### config.mk
export PLATFORM = sky130hd
export DESIGN_NAME = adc_scan_seq
export DESIGN_NICKNAME = d
export VERILOG_FILES = /design/src/rtl/adc_scan_pkg.sv /design/src/rtl/adc_settle_timer.sv /design/src/rtl/adc_scan_ctrl.sv /design/src/rtl/adc_result_reg.sv /design/src/rtl/adc_scan_seq.sv
export SDC_FILE = /design/constraint.sdc
export NUM_CORES = 1
export LEC_CHECK = 0
export CORE_MARGIN = 2
export CORE_UTILIZATION = 35
export DETAILED_ROUTE_END_ITERATION = 10
export HOLD_SLACK_MARGIN = 0.06
export SYNTH_ARGS = -nofsm -noshare
export SYNTH_HDL_FRONTEND = slang
export SYNTH_SLANG_ARGS = --single-unit
### constraint.sdc
create_clock -name clk -period 2.16 [get_ports clk]
set_input_delay 0.216 -clock clk [delete_from_list [all_inputs] [get_ports clk]]
set_output_delay 0.216 -clock clk [all_outputs]
set_load 0.005 [all_outputs]
### src/rtl/adc_scan_pkg.sv
package adc_scan_pkg;

    localparam int SCAN_LEN = 4;
    localparam int IDX_W    = $clog2(SCAN_LEN);
    localparam int GRP_W    = 1;
    localparam int CHAN_W   = GRP_W + IDX_W;

    typedef enum logic [1:0] {
        SEQ_STOP   = 2'd0,
        SEQ_SETTLE = 2'd1,
        SEQ_CONV   = 2'd2
    } seq_state_e;

    typedef struct packed {
        logic halt;
        logic relaunch;
        logic accept;
    } seq_evt_t;

    function automatic logic [CHAN_W-1:0] chan_of(input logic [GRP_W-1:0] grp,
                                                  input logic [IDX_W-1:0] idx);
        return {grp, idx};
    endfunction

endpackage

### src/rtl/adc_settle_timer.sv
module adc_settle_timer #(
    parameter int SETTLE_CYCLES = 8
) (
    input  logic clk,
    input  logic rst,
    input  logic load_full,
    input  logic load_none,
    output logic expired
);
    localparam int CNT_W = $clog2(SETTLE_CYCLES + 1);

    logic [CNT_W-1:0] cnt;

    always_ff @(posedge clk) begin
        if (rst) begin
            cnt <= '0;
        end else if (load_full) begin
            cnt <= CNT_W'(SETTLE_CYCLES);
        end else if (load_none) begin
            cnt <= '0;
        end else if (cnt != '0) begin
            cnt <= cnt - 1'b1;
        end
    end

    assign expired = (cnt == '0);

    // the settling count never exceeds its programmed length
    p_count_bound_r4: assert property (@(posedge clk) disable iff (rst)
        cnt <= CNT_W'(SETTLE_CYCLES));

endmodule

### src/rtl/adc_scan_ctrl.sv
module adc_scan_ctrl
    import adc_scan_pkg::*;
(
    input  logic              clk,
    input  logic              rst,
    input  logic              en_wr,
    input  logic              en_wdata,
    input  logic              start_wr,
    input  logic              start_wdata,
    input  logic              grp_wr,
    input  logic [GRP_W-1:0]  grp_wdata,
    input  logic              hw_trig,
    input  logic              eng_done,
    input  logic              timer_expired,
    output logic              timer_load_full,
    output logic              timer_load_none,
    output logic              enable_q,
    output logic              busy,
    output logic [GRP_W-1:0]  group_q,
    output logic              eng_start,
    output logic [CHAN_W-1:0] eng_chan,
    output logic              eng_cancel,
    output logic              accept
);
    seq_state_e       state;
    logic [IDX_W-1:0] idx;
    logic             cancel_q;
    logic             go;
    logic             last;
    seq_evt_t         evt;

    always_comb begin
        // launch source: trigger or start write of 1, only when enabled
        go           = enable_q & (hw_trig | (start_wr & start_wdata));
        evt.halt     = (start_wr & ~start_wdata) | (en_wr & ~en_wdata);
        evt.relaunch = go | ((state != SEQ_STOP) & grp_wr);
        evt.accept   = (state == SEQ_CONV) & eng_done & ~evt.halt & ~evt.relaunch;
        last         = (idx == IDX_W'(SCAN_LEN - 1));
    end

    assign busy            = (state != SEQ_STOP);
    assign accept          = evt.accept;
    assign eng_start       = (state == SEQ_SETTLE) & timer_expired & ~evt.halt & ~evt.relaunch;
    assign eng_chan        = chan_of(group_q, idx);
    assign eng_cancel      = cancel_q;
    assign timer_load_full = ~evt.halt & evt.relaunch;
    assign timer_load_none = evt.accept & ~last;

    always_ff @(posedge clk) begin
        if (rst) begin
            state    <= SEQ_STOP;
            idx      <= '0;
            enable_q <= 1'b0;
            group_q  <= '0;
            cancel_q <= 1'b0;
        end else begin
            if (en_wr) begin
                enable_q <= en_wdata;
            end
            if (grp_wr) begin
                group_q <= grp_wdata;
            end
            cancel_q <= (state == SEQ_CONV) & (evt.halt | evt.relaunch);
            if (evt.halt) begin
                state <= SEQ_STOP;
                idx   <= '0;
            end else if (evt.relaunch) begin
                state <= SEQ_SETTLE;
                idx   <= '0;
            end else if (evt.accept) begin
                if (last) begin
                    state <= SEQ_STOP;
                    idx   <= '0;
                end else begin
                    state <= SEQ_SETTLE;
                    idx   <= idx + 1'b1;
                end
            end else if (eng_start) begin
                state <= SEQ_CONV;
            end
        end
    end

    // a freshly raised busy never coincides with a conversion start
    p_settle_first_r4: assert property (@(posedge clk) disable iff (rst)
        $rose(busy) |-> !eng_start);

    // conversion starts are single-cycle pulses
    p_start_pulse_r5: assert property (@(posedge clk) disable iff (rst)
        eng_start |=> !eng_start);

    // an idle, disabled block stays idle
    p_disabled_idle_r2: assert property (@(posedge clk) disable iff (rst)
        (!enable_q && state == SEQ_STOP) |=> state == SEQ_STOP);

    // with enable cleared no scan is running
    p_no_scan_disabled_r12: assert property (@(posedge clk) disable iff (rst)
        !enable_q |-> !busy);

endmodule

### src/rtl/adc_result_reg.sv
module adc_result_reg #(
    parameter int RES_W = 10
) (
    input  logic             clk,
    input  logic             rst,
    input  logic             load,
    input  logic [RES_W-1:0] din,
    output logic [RES_W-1:0] result_q,
    output logic             irq_q
);
    always_ff @(posedge clk) begin
        if (rst) begin
            result_q <= '0;
            irq_q    <= 1'b0;
        end else begin
            irq_q <= load;
            if (load) begin
                result_q <= din;
            end
        end
    end

    // the result register only changes together with an interrupt
    p_result_hold_r6: assert property (@(posedge clk) disable iff (rst)
        !irq_q |-> $stable(result_q));

endmodule

### src/rtl/adc_scan_seq.sv
module adc_scan_seq
    import adc_scan_pkg::*;
#(
    parameter int SETTLE_CYCLES = 8,
    parameter int RES_W         = 10
) (
    input  logic              clk,
    input  logic              rst,
    input  logic              en_wr,
    input  logic              en_wdata,
    input  logic              start_wr,
    input  logic              start_wdata,
    input  logic              grp_wr,
    input  logic [GRP_W-1:0]  grp_wdata,
    input  logic              hw_trig,
    output logic              enable,
    output logic              busy,
    output logic [GRP_W-1:0]  group,
    output logic              eng_start,
    output logic [CHAN_W-1:0] eng_chan,
    output logic              eng_cancel,
    input  logic              eng_done,
    input  logic [RES_W-1:0]  eng_result,
    output logic [RES_W-1:0]  result,
    output logic              irq
);
    logic timer_expired;
    logic timer_load_full;
    logic timer_load_none;
    logic accept;

    adc_settle_timer #(.SETTLE_CYCLES(SETTLE_CYCLES)) u_timer (
        .clk       (clk),
        .rst       (rst),
        .load_full (timer_load_full),
        .load_none (timer_load_none),
        .expired   (timer_expired)
    );

    adc_scan_ctrl u_ctrl (
        .clk             (clk),
        .rst             (rst),
        .en_wr           (en_wr),
        .en_wdata        (en_wdata),
        .start_wr        (start_wr),
        .start_wdata     (start_wdata),
        .grp_wr          (grp_wr),
        .grp_wdata       (grp_wdata),
        .hw_trig         (hw_trig),
        .eng_done        (eng_done),
        .timer_expired   (timer_expired),
        .timer_load_full (timer_load_full),
        .timer_load_none (timer_load_none),
        .enable_q        (enable),
        .busy            (busy),
        .group_q         (group),
        .eng_start       (eng_start),
        .eng_chan        (eng_chan),
        .eng_cancel      (eng_cancel),
        .accept          (accept)
    );

    adc_result_reg #(.RES_W(RES_W)) u_res (
        .clk      (clk),
        .rst      (rst),
        .load     (accept),
        .din      (eng_result),
        .result_q (result),
        .irq_q    (irq)
    );

    // every interrupt follows an engine completion
    p_irq_after_done_r6: assert property (@(posedge clk) disable iff (rst)
        irq |-> $past(eng_done));

    // a cancelled conversion never also yields an interrupt
    p_cancel_no_irq_r13: assert property (@(posedge clk) disable iff (rst)
        eng_cancel |-> !irq);

endmodule

==> reports/qor.csv <==
stage;metric;value;unit
placement;placer congestion estimate;0.754;
clock_tree;post-CTS setup buffers;0;
floorplanning;Initial Util;0.365;
layout;final core utilization;0.520;
routing;DR vias/cell;4.56;
clock_tree;Clock Pin Slew Worst Setup and Hold Paths;120;ps
layout;commonest non-fill, non-tap cell in the layout;clkdlybuf4s50_1;
worst_setup_path;r2r endpoint;u_ctrl.state[0]$_SDFFE_PP0P_;
routing;drt total wl;2240;um
yosys;dominant cell type by area after synthesis;dfxtp_1;
sta;Final min period;1900;ps
global_routing;initial antenna violation count;0;
floorplanning;Die Y;60.2;um
sta;clock skew;4.28;ps
sta;RSZ-0062 raised after global routing;no;
yosys;Yosys reg bits;22;
worst_setup_path;kind of critical path;register to primary output;
sta;Slew @ Worst Pin;315;ps
floorplanning;CORE AREA;0.00303;mm2
sta;fmax;0.527;GHz
floorplanning;IO Pins;39;
worst_setup_path;CP startpoint;u_timer.cnt[0]$_SDFFE_PP0P_;
layout;most frequent cells in the layout;37 x clkdlybuf4s50_1, 22 x dfxtp_1, 21 x nand2b_1;
global_routing;pin count of the biggest net entering global routing;19;
yosys;Top FF cell, synth;dfxtp_1;
pwr;worst vdd ir;0.245;mV
layout;share of cells above drive strength 1;0.109;
sta;Final Hold Fails;0;
worst_setup_path;slowest cell on the critical path;dfxtp_1;
routing;Via Count;912;
worst_setup_path;Worst Path Max Fanout;3;
worst_setup_path;Setup crit end;eng_start;
floorplanning;Die Wd;60.2;um
yosys;Synth Instances;115;
worst_setup_path;Startpoint Class;register;
clock_tree;worst skew pair latency;290;ps
worst_setup_path;CP cell instances;inv_1 -> ha_1 -> nor3b_4 -> nand3b_1 -> nor3_1 -> dlygate4sd2_1;
placement;Port Buffers;38;
routing;Initial DRC Count;15;
sta;hold_ws;476;ps
yosys;Post-Syn Area;0.00110;mm2
clock_tree;CTS tree;built;
global_routing;GR Util All Layers;0.133;
placement;HPWL after DPL;1760;um
routing;Routed Antenna Nets;0;
worst_setup_path;reg2reg start;u_timer.cnt[0]$_SDFFE_PP0P_;
sta;Setup-failing EPs final;0;
sta;Slew Limit Fails;0;
yosys;Avg Cell Area, Syn;9.61;um2
sta;normalized max-slew margin;0.790;
clock_tree;H-tree levels;1;
routing;drt wl/cell;11.2;um
yosys;area share of the largest cell type after synthesis;0.399;
sta;setup_tns;0;ps
layout;Total Nets Final;181;
global_routing;GRT overflow;0;
clock_tree;CTS Buf Count;3;
yosys;post-synthesis sequential area ratio;0.399;
yosys;Async SR Flop Fraction;0;
floorplanning;Die ar.;0.00362;mm2
worst_setup_path;Worst Reg-to-Reg Cells;7;
yosys;Synth area leaders;dfxtp_1 40%, nand2b_1 12%, mux2i_1 12%, nor3_1 3.6%, ha_1 3.4%;
clock_tree;Root Buffer;clkbuf_4;
worst_setup_path;flop2flop setup slack;760;ps
worst_setup_path;endpoint class of the critical path;primary output;
layout;fill cell count;291;
yosys;EDFF count, synth;0;
layout;# diodes;0;
worst_setup_path;Data required, critical path;1940;ps
global_routing;vias in the first global route;938;
hold_path;hold crit path type;register to register;
sta;crit share post-route;0.878;
status;status;complete, no violations;
pwr;leakage power;0.000596;uW
routing;DRT Pass-1 Iters;3;
pwr;power per cell area;635;mW/mm2
routing;Post-route DRC;0;
yosys;Synthesis Warnings;0;
yosys;Netlist cell types;31;
yosys;syn nets;138;
clock_tree;CTS sink count;22;
floorplanning;Site Rows;20;
layout;Area Overhead vs Synth;42.6;%
global_routing;global-route wire length before repair;3670;um
clock_tree;CTS Buffer Depth;2;
flow_run;maxcap violations;0;
worst_setup_path;CP peak stage delay;320;ps
worst_setup_path;Critical Path AT;1680;ps
where the power goes:
group	internal, uW	switching (uW)
logic	190	154
clock network	64.8	114
registers	441	34.9
total	696	304
what timing repair did:
item / CTS / global route
gates resized for setup: 2 / 0
hold buffers: 0 / 0
endpoints found under the setup margin: 1 / 0
worst min-delay path by stage:
stage,slack [ps],cells past startpoint,endpoint,start
3_3_place_gp,460,2,u_res.result_q[4]$_SDFFE_PP0P_,u_res.result_q[4]$_SDFFE_PP0P_
5_1_grt,480,3,u_res.result_q[2]$_SDFFE_PP0P_,eng_result[2]
4_1_cts,470,3,u_res.result_q[9]$_SDFFE_PP0P_,eng_result[9]
6_report,480,2,u_res.result_q[7]$_SDFFE_PP0P_,u_res.result_q[7]$_SDFFE_PP0P_
2_1_floorplan,360,2,u_ctrl.enable_q$_SDFFE_PP0P_,en_wdata
3_5_place_dp,460,2,u_res.result_q[5]$_SDFFE_PP0P_,u_res.result_q[5]$_SDFFE_PP0P_
per-stage QoR:
| step | total power [uW] | worst slack, ps | std cells | area, um2 |
|---|---|---|---|---|
| after global routing | 1080 | 109 | 200 | 1580 |
| final | 1000 | 263 | 200 | 1580 |
| after CTS | 1020 | 239 | 200 | 1580 |
| after detailed placement | 812 | 262 | 197 | 1550 |
| after floorplan | 688 | 810 | 115 | 1100 |
| after global placement | 793 | 266 | 197 | 1550 |
area by class of cell:
class / instances / area, um2 / area share
Inverter: 5 / 18.8 / 0.0119
Timing Repair Buffer: 43 / 417 / 0.264
Sequential cell: 22 / 440 / 0.280
Clock buffer: 3 / 22.5 / 0.0143
Tap cell: 44 / 55.1 / 0.0349
Multi-Input combinational cell: 83 / 622 / 0.395
kinds of logic after synthesis:
group | Yosys count | synth area share
AND/OR/NAND/NOR | 54 | 0.323
flip-flops | 22 | 0.399
multiplexers | 13 | 0.118
AO/OA/AOI/OAI | 12 | 0.0748
buffers and inverters | 10 | 0.0442
adder cells (fa/ha/maj) | 3 | 0.0340
XOR/XNOR | 1 | 0.00793
critical path: cells and delay by family (launching register included):
family                     cells  cell delay [ps]
buffers and inverters          2              360
and+or+nand+nor                3              500
DFF                            1              320
adders and majority gates      1              190
synthesized netlist by cell type (2+ instances only):
master    count
ha_1          3
mux2i_1      13
inv_1         5
nand2b_2      2
clkbuf_1      3
nand2_1       5
nor2_1        8
nand2b_1     21
a21oi_1       5
dfxtp_1      22
nor3_1        8
sequential cells by signal, indices dropped and copies added (netlist names):
register,count
u_res.irq_q,1
u_res.result_q,10
u_ctrl.group_q,1
u_ctrl.idx,2
u_ctrl.enable_q,1
u_timer.cnt,4
u_ctrl.eng_cancel,1
u_ctrl.state,2
metal layers:
layer	vias to the layer above	share of wire	track usage
li1	472	-	-
met1	406	0.46	0.143
met2	32	0.46	0.242
met3	2	0.077	0.0368
met4	0	0.0045	0.0540
met5	-	0	0
Power figures use the tool's default switching activity.
